$ cat src/rtl/led_fault_flagger.sv
module led_fault_flagger #(
  parameter int CHANNELS      = 16,
  parameter int SETTLE_CYCLES = 50
) (
  input  logic                clk,
  input  logic                rst_n,
  input  logic [CHANNELS-1:0] ch_on,
  input  logic [CHANNELS-1:0] ch_low,
  input  logic                over_temp,
  input  logic                blank,
  input  logic                latch,
  output logic                err_n,
  output logic                err_oe,
  output logic [CHANNELS-1:0] open_status,
  output logic                therm_status
);

  localparam int            CW   = $clog2(SETTLE_CYCLES + 1);
  localparam logic [CW-1:0] CMAX = CW'(SETTLE_CYCLES);

  logic [CW-1:0]       settle_cnt [CHANNELS];
  logic [CHANNELS-1:0] settled;
  logic [CHANNELS-1:0] open_live;
  logic                therm_flag;
  logic                latch_q;
  logic                latch_fall;

  for (genvar g = 0; g < CHANNELS; g++) begin : g_ch
    always_ff @(posedge clk) begin
      if (!rst_n || !ch_on[g] || blank) settle_cnt[g] <= '0;
      else if (!settled[g])             settle_cnt[g] <= settle_cnt[g] + 1'b1;
    end
    assign settled[g] = (settle_cnt[g] == CMAX);

    AST_NOT_EARLY: assert property (@(posedge clk) disable iff (!rst_n)
      (ch_on[g] && !$past(ch_on[g])) |-> !open_live[g]);
  end

  assign open_live  = settled & ch_on & ch_low & {CHANNELS{~blank}};
  assign latch_fall = latch_q & ~latch;

  always_ff @(posedge clk) begin
    if (!rst_n) begin
      therm_flag   <= 1'b0;
      latch_q      <= 1'b0;
      open_status  <= '0;
      therm_status <= 1'b0;
    end else begin
      therm_flag <= over_temp;
      latch_q    <= latch;
      if (latch_fall) begin
        open_status  <= open_live;
        therm_status <= therm_flag;
      end
    end
  end

  assign err_oe = therm_flag | (|open_live);
  assign err_n  = ~err_oe;

  AST_THERM_PULLS: assert property (@(posedge clk) disable iff (!rst_n)
    therm_flag |-> !err_n);
  AST_IDLE_RELEASED: assert property (@(posedge clk) disable iff (!rst_n)
    (ch_on == '0 && !therm_flag) |-> err_n);
  AST_BLANK_MASK: assert property (@(posedge clk) disable iff (!rst_n)
    (blank && !therm_flag) |-> err_n);
  AST_THERM_FOLLOW: assert property (@(posedge clk) disable iff (!rst_n)
    over_temp |=> !err_n);
  AST_CAPTURE_SUBSET: assert property (@(posedge clk) disable iff (!rst_n)
    latch_fall |=> (open_status & ~$past(ch_on & ch_low)) == '0);
  AST_STATUS_HOLD: assert property (@(posedge clk) disable iff (!rst_n)
    !latch_fall |=> ($stable(open_status) && $stable(therm_status)));

endmodule

$ cat config.mk
export PLATFORM = sky130hd
export DESIGN_NAME = led_fault_flagger
export DESIGN_NICKNAME = d
export VERILOG_FILES = /design/src/rtl/led_fault_flagger.sv
export SDC_FILE = /design/constraint.sdc
export NUM_CORES = 1
export LEC_CHECK = 0
export BUFFER_PORTS_ARGS = -buffer_cell sky130_fd_sc_hd__buf_4
export CORE_MARGIN = 8
export CORE_UTILIZATION = 36
export DETAILED_ROUTE_END_ITERATION = 10
export GPL_TIMING_DRIVEN = 1
export PLACE_DENSITY = 0.51
export SLEW_MARGIN = 20
export SYNTH_ARGS = -nofsm -noshare
export SYNTH_HDL_FRONTEND = slang
export SYNTH_SLANG_ARGS = --single-unit
export TNS_END_PERCENT = 100
$ cat constraint.sdc
create_clock -name clk -period 4.2 [get_ports clk]
set_input_delay 0.42 -clock clk [delete_from_list [all_inputs] [get_ports clk]]
set_output_delay 0.42 -clock clk [all_outputs]
set_load 0.1 [all_outputs]
==> impl_metrics.toml <==
[run_status]
run_status = "completed"

[job]
maxCapViolations = 0

[setup_path]
worst_setup_path_start_kind = "register"
worstSetupPathType = "register to primary output"
worstSetupEndpointType = "primary output"
critPathMaxFanout = 4
slowest_delay_ns = 0.49
critPathArrivalTime_ns = 2.69
slowest_stage = "or4_4"
cp.required_ns = 3.78
cp_cell_sequence = "inv_1 -> ha_1 -> and4_4 -> and3_4 -> or4_4 -> nor4_4 -> and3_1 -> buf_4"

[sta]
tightest_slew_ns = 0.815
fin_tns_setup_ns = 0
period_minus_slack_ns = 3.11
hold_violations = 0
hold_ws_ns = 0.224
fin_skew_ns = 0.00883
slew_headroom = 0.457
fmax_mhz = 322
setup_viol = 0
post-route-period-util = 0.740
rsz0062_at_grt = "false"
drv_slew = 0

[pwr]
ir_drop_mv = 0.325
p_sw_uw = 544
switching_share = 0.206
seq_power_share = 0.470
p_per_area_mw_per_mm2 = 368
p_int_uw = 2100
leakagePower_uw = 0.00277
p_comb_frac = 0.036
clkPwrFrac = 0.494

[global_routing]
grt.total_usage = 0.127
use_met1 = 0.158
met3_usage = 0.0384
groute.layer.met2.usage = 0.203
grt-busiest-layer = "met2"
grt_max_degree = 29
antenna_found_initial = 0
grt_pass1_vias = 4091
grt-ovfl-total = 0
grt_pass1_wl_um = 20400

[layout]
diodes = 0
finalNetCount = 699
design_area_mm2 = 0.00717
areaGrowthSynthToFinish_pct = 19.9
drive_above_1_share = 0.140
final_core_util = 0.437

[clock_network]
cts_sinks = 115
ctsHoldBuffers = 0
clk_pin_slew_ns = 0.05
htreeDepth = 4
cts_root_buffer = "clkbuf_16"
postCtsSetupBuffers = 0
cts-resized-gates = 0
clock_latency_ns = 0.41
cts_buffers = 17
tritoncts = "done"
clock_path_buffers = 2

[placement]
hpwlAfterDp_um = 8930
io_buffer_count = 55
dpl_cell_area_mm2 = 0.00663
gp_congestion = 0.736

[yosys]
ys_types = 37
synthCells = 566
async_reset_ff_frac = 0
synth_seq_cells = 115
synth_area_per_cell_um2 = 10.6
synthFlopType = "edfxtp_1"
yosysWarningCount = 0
seq_area_frac_synth = 0.546
syn-cell-area_mm2 = 0.00598
synth_edf_count = 96
synth_nets = 635

[detailed_routing]
drc = 0
wirelength_um = 12300
wl_per_cell_um = 14.3
ant_nets = 0
viasPerCell = 4.76
first_pass_iters = 6
routed-via-count = 4106
drtIter0Drc = 158

[die]
die_y_um = 145
dieArea_mm2 = 0.0210
floorplan.initialDensity = 0.364
fp.dieW_um = 145
core_mm2 = 0.0164
ios = 56
rows = 47

[hold_path]
hold_path.class = "primary input to register"
[layout make-up]
type                       count  area, µm²
multi-input combinational    421       2600
clock inverter                 5       25.0
tap                          220        275
timing repair buffer          56        420
fill                        1572       9240
inverter                      19       71.3
clock buffer                  27        513
sequential                   115       3260
[routing by layer]
metal | up-vias | wire [µm]
li1 | 2107 | -
met1 | 1924 | 5870
met2 | 61 | 5740
met3 | 14 | 546
met4 | 0 | 161
met5 | - | 0
[path summary, 6_finish.rpt]
path | startpoint | end | slack (ns) | depth (start not counted)
worst max-delay path | settle_cnt[0][24] | err_n | 1.09 | 8
worst min register to register | open_status[12] | open_status[12] | 0.46 | 2
worst min-delay path | over_temp | therm_flag | 0.22 | 2
worst max register to register | settle_cnt[0][42] | open_status[7] | 2.50 | 7
[critical path: cells and delay by family (launching register included)]
family,cells,cell delay [ns]
buffers and inverters,2,0.34
AND/OR/NAND/NOR,5,1.35
flip-flops,1,0.38
adder cells (fa/ha/maj),1,0.20
[sequential cells by signal (all words and copies together), names as in the netlist]
register,flops
settle_cnt,96
therm_flag,1
therm_status,1
latch_q,1
open_status,16
[kinds of logic (layout without fill, tap and decap cells)]
logic type	count (synthesis)	in the layout	share of synthesized area
and+or+nand+nor	303	303	0.254
xor gates and xnor gates	64	64	0.0938
adders and majority gates	32	32	0.0670
DFF	115	115	0.546
buffers and inverters	30	107	0.0195
AOI/OAI and AO/OA	22	22	0.0197
[placed cells by master (no fill, tap or decap), types with 2 or more instances in the layout]
cell,synthesis,layout
and2b_1,4,4
and3_1,12,12
nor3_1,5,5
nand2b_1,8,8
a31oi_1,2,2
clkinv_2,0,5
inv_1,19,19
xnor2_1,32,32
nor4_1,3,3
nor3b_1,4,4
nand4_1,11,11
o211ai_1,2,2
nor2_1,117,117
nand3b_1,9,9
dfxtp_1,19,19
a21oi_1,17,17
ha_1,32,32
edfxtp_1,96,96
nand4b_1,3,3
nand2_1,46,46
nand3_1,53,53
and4_1,5,5
clkbuf_8,0,5
xor2_1,32,32
nor2b_1,9,9
clkbuf_16,0,17
clkbuf_1,9,5
and2_1,5,5
buf_4,1,56
[cell usage after synthesis (2+ instances only)]
master | count | share of area
nor2_1 | 117 | 0.073
edfxtp_1 | 96 | 0.48
nand3_1 | 53 | 0.044
nand2_1 | 46 | 0.029
ha_1 | 32 | 0.067
xnor2_1 | 32 | 0.047
xor2_1 | 32 | 0.047
dfxtp_1 | 19 | 0.064
inv_1 | 19 | 0.012
a21oi_1 | 17 | 0.014
and3_1 | 12 | 0.013
nand4_1 | 11 | 0.012
clkbuf_1 | 9 | 0.0057
nand3b_1 | 9 | 0.011
nor2b_1 | 9 | 0.0094
nand2b_1 | 8 | 0.0084
and2_1 | 5 | 0.0052
and4_1 | 5 | 0.0073
nor3_1 | 5 | 0.0042
and2b_1 | 4 | 0.0050
nor3b_1 | 4 | 0.0050
nand4b_1 | 3 | 0.0044
nor4_1 | 3 | 0.0031
a31oi_1 | 2 | 0.0021
o211ai_1 | 2 | 0.0025
[power by group through the flow]
stage / registers [µW] / clock network (µW) / logic (µW)
after global placement: 1260 / 0 / 96.6
after global routing: 1240 / 1390 / 106
after CTS: 1240 / 1340 / 97.4
after detailed placement: 1260 / 0 / 97.1
final: 1240 / 1300 / 95.4
after floorplan: 1260 / 0 / 51.5
[metrics by stage]
stage,cells,setup slack (ns),total power [µW]
5_1_grt,863,0.979,2730
2_1_floorplan,566,1.30,1310
4_1_cts,863,1.04,2680
6_report,863,1.09,2640
3_3_place_gp,831,1.32,1360
3_5_place_dp,831,1.32,1360
Note: power is estimated with default switching activity, not from simulation.
